**src/rtl/sup_pkg.sv**
```systemverilog
package sup_pkg;

    typedef enum logic [3:0] {
        ST_IDLE,
        ST_SETUP,
        ST_WR_ENTER,
        ST_WR_UNPROT,
        ST_PULSE,
        ST_WR_VERIFY,
        ST_RD_VERIFY,
        ST_JUDGE,
        ST_WR_RESET,
        ST_DONE,
        ST_FAIL
    } sup_state_e;

    localparam logic [7:0]  CMD_UNPROT = 8'h60;
    localparam logic [7:0]  CMD_VERIFY = 8'h40;
    localparam logic [7:0]  CMD_RESET  = 8'hF0;
    localparam logic [11:0] UNPROT_LOW = 12'h042;
    localparam int          SECT_LSB   = 12;

endpackage

```
**src/rtl/sup_wait_timer.sv**
```systemverilog
module sup_wait_timer #(
    parameter int TW = 14
) (
    input  logic          clk,
    input  logic          rst_n,
    input  logic          load,
    input  logic [TW-1:0] load_val,
    input  logic          tick,
    output logic          expired
);

    logic [TW-1:0] cnt;

    always_ff @(posedge clk) begin
        if (!rst_n) begin
            cnt <= '0;
        end else if (load) begin
            cnt <= load_val;
        end else if (tick && cnt != '0) begin
            cnt <= cnt - 1'b1;
        end
    end

    assign expired = (cnt == '0);

    // each tick outside a load takes exactly one count off the wait
    a_r3_tick_decrement: assert property (@(posedge clk) disable iff (!rst_n)
        (!load && tick && cnt != '0) |=> (cnt == $past(cnt) - 1'b1));

    // without a tick or load the remaining wait is frozen
    a_r3_hold_without_tick: assert property (@(posedge clk) disable iff (!rst_n)
        (!load && !tick) |=> $stable(cnt));

endmodule

```
**src/rtl/sup_walker.sv**
```systemverilog
module sup_walker #(
    parameter int NUM_SECT = 35,
    parameter int MAX_TRY  = 1000,
    parameter int SW       = 8,
    parameter int CW       = 10
) (
    input  logic          clk,
    input  logic          rst_n,
    input  logic          clr,
    input  logic          adv_sect,
    input  logic          adv_try,
    output logic [SW-1:0] sect,
    output logic [CW-1:0] tries,
    output logic          last_sect,
    output logic          tries_max
);

    always_ff @(posedge clk) begin
        if (!rst_n || clr) begin
            sect  <= '0;
            tries <= CW'(1);
        end else if (adv_sect) begin
            sect  <= sect + 1'b1;
            tries <= CW'(1);
        end else if (adv_try) begin
            tries <= tries + 1'b1;
        end
    end

    assign last_sect = (sect == SW'(NUM_SECT - 1));
    assign tries_max = (tries == CW'(MAX_TRY));

    // moving to a new sector restarts its attempt count at one
    a_r5_try_restart: assert property (@(posedge clk) disable iff (!rst_n)
        (adv_sect && !clr) |=> (tries == CW'(1)));

    // the attempt count never passes its limit
    a_r6_try_bound: assert property (@(posedge clk) disable iff (!rst_n)
        (tries >= CW'(1)) && (tries <= CW'(MAX_TRY)));

    // the sector index stays inside the array
    a_r4_sect_bound: assert property (@(posedge clk) disable iff (!rst_n)
        sect <= SW'(NUM_SECT - 1));

endmodule

```
**src/rtl/sector_unprotect_seq.sv**
```systemverilog
module sector_unprotect_seq
    import sup_pkg::*;
#(
    parameter int ADDR_W   = 20,
    parameter int NUM_SECT = 35,
    parameter int MAX_TRY  = 1000,
    parameter int SETUP_US = 1,
    parameter int HOLD_US  = 15000
) (
    input  logic              clk,
    input  logic              rst_n,
    input  logic              start,
    input  logic              us_tick,
    output logic              bus_req,
    output logic              bus_we,
    output logic [ADDR_W-1:0] bus_addr,
    output logic [7:0]        bus_wdata,
    input  logic              bus_ack,
    input  logic [7:0]        bus_rdata,
    output logic              hv_reset_en,
    output logic              done,
    output logic              fail
);

    localparam int SW     = ADDR_W - SECT_LSB;
    localparam int CW     = $clog2(MAX_TRY + 1);
    localparam int WAIT_M = (HOLD_US > SETUP_US) ? HOLD_US : SETUP_US;
    localparam int TW     = $clog2(WAIT_M + 1);

    sup_state_e st, nxt;

    logic          tmr_load, tmr_done;
    logic [TW-1:0] tmr_val;
    logic          w_clr, adv_s, adv_t;
    logic [SW-1:0] sect;
    logic [CW-1:0] tries;
    logic          last_sect, tries_max;
    logic [7:0]    rd_q;
    logic [ADDR_W-1:0] sect_addr, unprot_addr;

    sup_wait_timer #(.TW(TW)) u_timer (
        .clk      (clk),
        .rst_n    (rst_n),
        .load     (tmr_load),
        .load_val (tmr_val),
        .tick     (us_tick),
        .expired  (tmr_done)
    );

    sup_walker #(.NUM_SECT(NUM_SECT), .MAX_TRY(MAX_TRY), .SW(SW), .CW(CW)) u_walker (
        .clk       (clk),
        .rst_n     (rst_n),
        .clr       (w_clr),
        .adv_sect  (adv_s),
        .adv_try   (adv_t),
        .sect      (sect),
        .tries     (tries),
        .last_sect (last_sect),
        .tries_max (tries_max)
    );

    always_comb begin
        unprot_addr                = '0;
        unprot_addr[SECT_LSB-1:0]  = UNPROT_LOW;
        sect_addr                  = unprot_addr;
        sect_addr[ADDR_W-1:SECT_LSB] = sect;
    end

    // state register and verify data capture
    always_ff @(posedge clk) begin
        if (!rst_n) begin
            st   <= ST_IDLE;
            rd_q <= '0;
        end else begin
            st <= nxt;
            if (st == ST_RD_VERIFY && bus_ack) rd_q <= bus_rdata;
        end
    end

    // next state and control strobes
    always_comb begin
        nxt      = st;
        tmr_load = 1'b0;
        tmr_val  = '0;
        w_clr    = 1'b0;
        adv_s    = 1'b0;
        adv_t    = 1'b0;
        unique case (st)
            ST_IDLE, ST_DONE, ST_FAIL: if (start) begin
                nxt      = ST_SETUP;
                w_clr    = 1'b1;
                tmr_load = 1'b1;
                tmr_val  = TW'(SETUP_US);
            end
            ST_SETUP:     if (tmr_done) nxt = ST_WR_ENTER;
            ST_WR_ENTER:  if (bus_ack)  nxt = ST_WR_UNPROT;
            ST_WR_UNPROT: if (bus_ack) begin
                nxt      = ST_PULSE;
                tmr_load = 1'b1;
                tmr_val  = TW'(HOLD_US);
            end
            ST_PULSE:     if (tmr_done) nxt = ST_WR_VERIFY;
            ST_WR_VERIFY: if (bus_ack)  nxt = ST_RD_VERIFY;
            ST_RD_VERIFY: if (bus_ack)  nxt = ST_JUDGE;
            ST_JUDGE: begin
                if (rd_q == 8'h00) begin
                    if (last_sect) begin
                        nxt = ST_WR_RESET;
                    end else begin
                        nxt   = ST_WR_VERIFY;
                        adv_s = 1'b1;
                    end
                end else if (tries_max) begin
                    nxt = ST_FAIL;
                end else begin
                    nxt   = ST_WR_UNPROT;
                    adv_t = 1'b1;
                end
            end
            ST_WR_RESET:  if (bus_ack)  nxt = ST_DONE;
            default:      nxt = ST_IDLE;
        endcase
    end

    // outputs decoded from state
    always_comb begin
        bus_req     = 1'b0;
        bus_we      = 1'b1;
        bus_addr    = '0;
        bus_wdata   = '0;
        hv_reset_en = 1'b0;
        done        = 1'b0;
        fail        = 1'b0;
        unique case (st)
            ST_SETUP, ST_PULSE, ST_JUDGE: hv_reset_en = 1'b1;
            ST_WR_ENTER: begin
                hv_reset_en = 1'b1;
                bus_req     = 1'b1;
                bus_wdata   = CMD_UNPROT;
            end
            ST_WR_UNPROT: begin
                hv_reset_en = 1'b1;
                bus_req     = 1'b1;
                bus_addr    = unprot_addr;
                bus_wdata   = CMD_UNPROT;
            end
            ST_WR_VERIFY: begin
                hv_reset_en = 1'b1;
                bus_req     = 1'b1;
                bus_addr    = sect_addr;
                bus_wdata   = CMD_VERIFY;
            end
            ST_RD_VERIFY: begin
                hv_reset_en = 1'b1;
                bus_req     = 1'b1;
                bus_we      = 1'b0;
                bus_addr    = sect_addr;
            end
            ST_WR_RESET: begin
                bus_req   = 1'b1;
                bus_wdata = CMD_RESET;
            end
            ST_DONE: done = 1'b1;
            ST_FAIL: fail = 1'b1;
            default: ;
        endcase
    end

    // a pending request holds still until acknowledged
    a_r9_req_stable: assert property (@(posedge clk) disable iff (!rst_n)
        (bus_req && !bus_ack) |=> (bus_req && $stable(bus_addr)
                                   && $stable(bus_wdata) && $stable(bus_we)));

    // the two end flags exclude each other
    a_r11_flags_exclusive: assert property (@(posedge clk) disable iff (!rst_n)
        !(done && fail));

    // high voltage is off whenever a result is reported
    a_r11_hv_off_at_end: assert property (@(posedge clk) disable iff (!rst_n)
        (done || fail) |-> !hv_reset_en);

    // no bus traffic while failure is reported
    a_r7_quiet_on_fail: assert property (@(posedge clk) disable iff (!rst_n)
        fail |-> !bus_req);

    // failure holds until a new start
    a_r7_fail_held: assert property (@(posedge clk) disable iff (!rst_n)
        (fail && !start) |=> fail);

    // the reset command only goes out with high voltage removed
    a_r8_reset_cmd_low_hv: assert property (@(posedge clk) disable iff (!rst_n)
        (bus_req && bus_we && bus_wdata == CMD_RESET) |-> !hv_reset_en);

endmodule

```
**config.mk**
```make
export PLATFORM = sky130hd
export DESIGN_NAME = sector_unprotect_seq
export DESIGN_NICKNAME = d
export VERILOG_FILES = /design/src/rtl/sup_pkg.sv /design/src/rtl/sup_wait_timer.sv /design/src/rtl/sup_walker.sv /design/src/rtl/sector_unprotect_seq.sv
export SDC_FILE = /design/constraint.sdc
export NUM_CORES = 1
export LEC_CHECK = 0
export BUFFER_PORTS_ARGS = -buffer_cell sky130_fd_sc_hd__buf_2
export CAP_MARGIN = 20
export CELL_PAD_IN_SITES_DETAIL_PLACEMENT = 1
export CELL_PAD_IN_SITES_GLOBAL_PLACEMENT = 1
export CORE_MARGIN = 5
export CORE_UTILIZATION = 42
export CTS_CLUSTER_DIAMETER = 30
export CTS_CLUSTER_SIZE = 16
export DETAILED_ROUTE_END_ITERATION = 8
export PLACE_DENSITY_LB_ADDON = 0.1
export SETUP_SLACK_MARGIN = 0.2
export SLEW_MARGIN = 20
export SYNTH_ARGS = -nofsm -noshare
export SYNTH_HDL_FRONTEND = slang
export SYNTH_HIERARCHICAL = 1
export SYNTH_SLANG_ARGS = --single-unit
```
**constraint.sdc**
```tcl
create_clock -name clk -period 2.7 [get_ports clk]
set_input_delay 0.54 -clock clk [delete_from_list [all_inputs] [get_ports clk]]
set_output_delay 0.54 -clock clk [all_outputs]
set_load 0.005 [all_outputs]
```
==> results by group <==
Route
  – Number of nets with antenna violations after detailed routing: 0
  – WL per Instance: between 15 and 20 um
  – Final routed DRC violation total: 0
  – Vias post-DR: around 2600
  – Average vias per placed instance: about 5.6
  – Router iterations before antenna repair: 4
  – Routed wire length: roughly 7200 um
  – Iter 0 DRT Violations: 123

STA
  – Headroom to the max-slew limit: between 60% and 70%
  – Number of endpoints with negative hold slack in the final report: 0
  – Final clock period utilization by the worst path: roughly 88%
  – Worst hold margin: just under 0.5 ns
  – Fin crit period: 2.37 ns
  – Clock skew after layout: around 0.0063 ns
  – Worst-margin pin slew: 0.592 ns
  – Final count of pins violating max slew: 0
  – Endpoints failing setup: 0
  – Maximum achievable frequency: 0.421 GHz
  – Unrepaired setup endpoints after global routing: no
  – Accumulated negative setup slack: 0 ns

Yosys
  – Share of the synthesized area in the top cell type: between 30% and 40%
  – Mapped Cells: around 340
  – Top cells by instance count after synthesis: dfxtp_1 (44), o21ai_0 (21), a21oi_1 (20)
  – Netlist area before placement: approximately 2800 um^2
  – Leading cell types by total area after synthesis: dfxtp_1 (32%), buf_4 (4.9%), mux2i_1 (4.3%)
  – Portion of the post-synthesis area used by sequential elements: 31.8%
  – Number of storage elements in the synthesis netlist: 44
  – Leading cell type by number of instances after synthesis: dfxtp_1
  – Number of enable-type register cells in the synthesized netlist: 0
  – Synthesized area per cell: slightly above 8 um^2
  – Post-synth ARST share: 0%
  – Synth unique cells: slightly below 60
  – Cell taking the most area after synthesis: dfxtp_1
  – Primary FF master, synth: dfxtp_1
  – Synthesis warning total: 6

Clock tree
  – Number of sinks driven by the clock tree: 44
  – Clock tree from TritonCTS: built
  – Clock latency on the worst-skew pair: around 0.3 ns
  – CTS buffer count: 5
  – Clk pin slew, worst setup/hold paths: 0.09 ns
  – H-Tree Level Count: 2
  – Hold buffer count at cts: 0
  – Root Buffer Master: clkbuf_8
  – Maximum count of clock buffers along a single path: 2

Final layout
  – Diode insertion count for antenna repair: 0
  – Layout overhead on the synthesized area: 15.3%
  – Share of cells above drive strength 1: between 20 and 25%
  – Final Cell Area: ~3200 um^2
  – Number of cells in the finished layout apart from fillers: approximately 460
  – Post-layout nets: between 300 and 400

Place
  – Final RePlAce weighted congestion: around 0.77
  – Placed inst area: 3000 um^2
  – HPWL reported at the end of detailed placement: roughly 5300 um
  – Number of placed cells counting well taps: ~440
  – Number of buffers added on ports: 31

Floorplanning
  – DIE AREA: roughly 8300 um^2
  – Io pins: 46
  – Core footprint: around 6400 um^2
  – Chip Height: 91.2 um
  – Effective utilization at floorplan: around 43%
  – Cell Rows: 29
  – Chip width: between 90 and 100 um

Worst setup path
  – Crit. End Element: flip-flop
  – Data arrival time of the worst path: roughly 2.6 ns
  – CP max FO: 6
  – Critical path launch point type: flip-flop
  – Required time at the worst-slack endpoint: 2.93 ns
  – Type of the worst setup path: flip-flop to flip-flop

Status
  – Result of the run: completed

Pwr
  – Total design power: between 2 and 3 mW
  – Highest ir drop seen on vdd: about 0.48 mV
  – Leak Pwr: 1.34 nW
  – Fraction of power consumed by the clock network: a little over a fifth
  – Register share of total power: 34.9%
  – Combinational group share of total power: between 40% and 50%
  – Internal cell power: 1.58 mW
  – Sw Share: between 30 and 40%
  – Power Dens Cells: around 800 nW/um^2
  – Net switching power: around 0.99 mW

Min path
  – Class of the worst hold path: flip-flop to flip-flop

GRT
  – Number of global-route vias before repair: roughly 2500
  – Number of antenna violations at the first check in global routing: 0
  – Maximum number of pins on one net before global-route repair: 21
  – Total routing usage reported by global routing: between 10% and 20%
  – Global-route wire length before repair: between 10000 and 15000 um
  – Global-route congestion overflow total: 0

Run
  – Max Cap Viol: 0
==> stage by stage <==
| step | util [%] | setup WS [ns] |
|---|---|---|
| 2_1_floorplan | - | 0.223 |
| 3_3_place_gp | 46.9 | 0.335 |
| 3_5_place_dp | 46.9 | 0.256 |
| 4_1_cts | 49.0 | 0.223 |
| 5_1_grt | 50.0 | 0.186 |
| 6_report | 50.0 | 0.326 |
==> power groups by stage <==
stage               clock [mW]  sequential [mW]  combinational [mW]
finish                   0.557            0.895                1.11
global route             0.593            0.917                1.23
CTS                      0.572            0.883                1.06
detailed placement           0            0.894                1.03
global placement             0            0.885                1.00
floorplan                    0            0.837               0.825
==> registers in the layout (all words and copies together) (netlist names) <==
name	cells
u_walker/tries	10
u_walker/sect	8
st	4
rd_q	8
u_timer/cnt	14
==> placed cells by master (no fill, tap or decap), types with 7 or more instances in the layout <==
master	instances
a21oi_1	20
and2_1	11
buf_2	31
buf_4	19
clkbuf_8	7
conb_1	20
dfxtp_1	41
inv_1	11
mux2i_1	12
nand2_1	14
nand2b_1	8
nand3_1	9
nand4_1	8
nor2_1	18
nor2b_1	11
nor3_1	10
o21ai_0	21
o31ai_1	7
or3_1	10
or4_1	7
==> logic make-up after synthesis <==
group	share of synthesized area [%]
AO/OA/AOI/OAI	17.9
XOR/XNOR	3.16
adder cells (fa/ha/maj)	2.26
buffers and inverters	9.44
flip-flops	31.8
multiplexers	4.74
other	0.135
AND/OR/NAND/NOR	30.5
==> metal layers <==
metal / vias to the layer above / track usage [%] / share of wire [%]
met5: - / 0 / 0
met4: 0 / 3.55 / 0.78
met3: 5 / 3.55 / 4.0
met2: 47 / 28.3 / 48
met1: 1242 / 22.4 / 47
li1: 1259 / - / -
==> worst paths after layout <==
| check | to | cells past startpoint | start | slack (ns) |
|---|---|---|---|---|
| max | st[1] | 9 | u_timer/cnt[1] | 0.33 |
| min | u_walker/tries[8] | 2 | u_walker/tries[8] | 0.49 |
| max reg2reg | st[1] | 9 | u_timer/cnt[1] | 0.33 |
| min reg2reg | u_walker/tries[8] | 2 | u_walker/tries[8] | 0.49 |
==> what timing repair did <==
item	in CTS	in global routing
gates resized for setup	1	12
setup endpoints to repair	1	26
buffers inserted	0	4
pin swaps	0	6
==> layout make-up <==
type                       instances  area, um^2
clock buffer                       7        96.3
clock inverter                     1        30.0
fill                             809        3190
inverter                          14        56.3
multi-input combinational        262        1730
sequential                        44         885
tap                               77        96.3
timing repair buffer              50         298
==> critical path: stages (launching register included) <==
cell and delay, ns:
dfxtp_2 0.34, inv_2 0.07, ha_4 0.13, or4b_4 0.48, nor4_4 0.28, mux2i_1 0.14
a221oi_2 0.27, a211oi_2 0.10, or3_1 0.35, a21boi_2 0.14
Note: power is estimated with default switching activity, not from simulation.
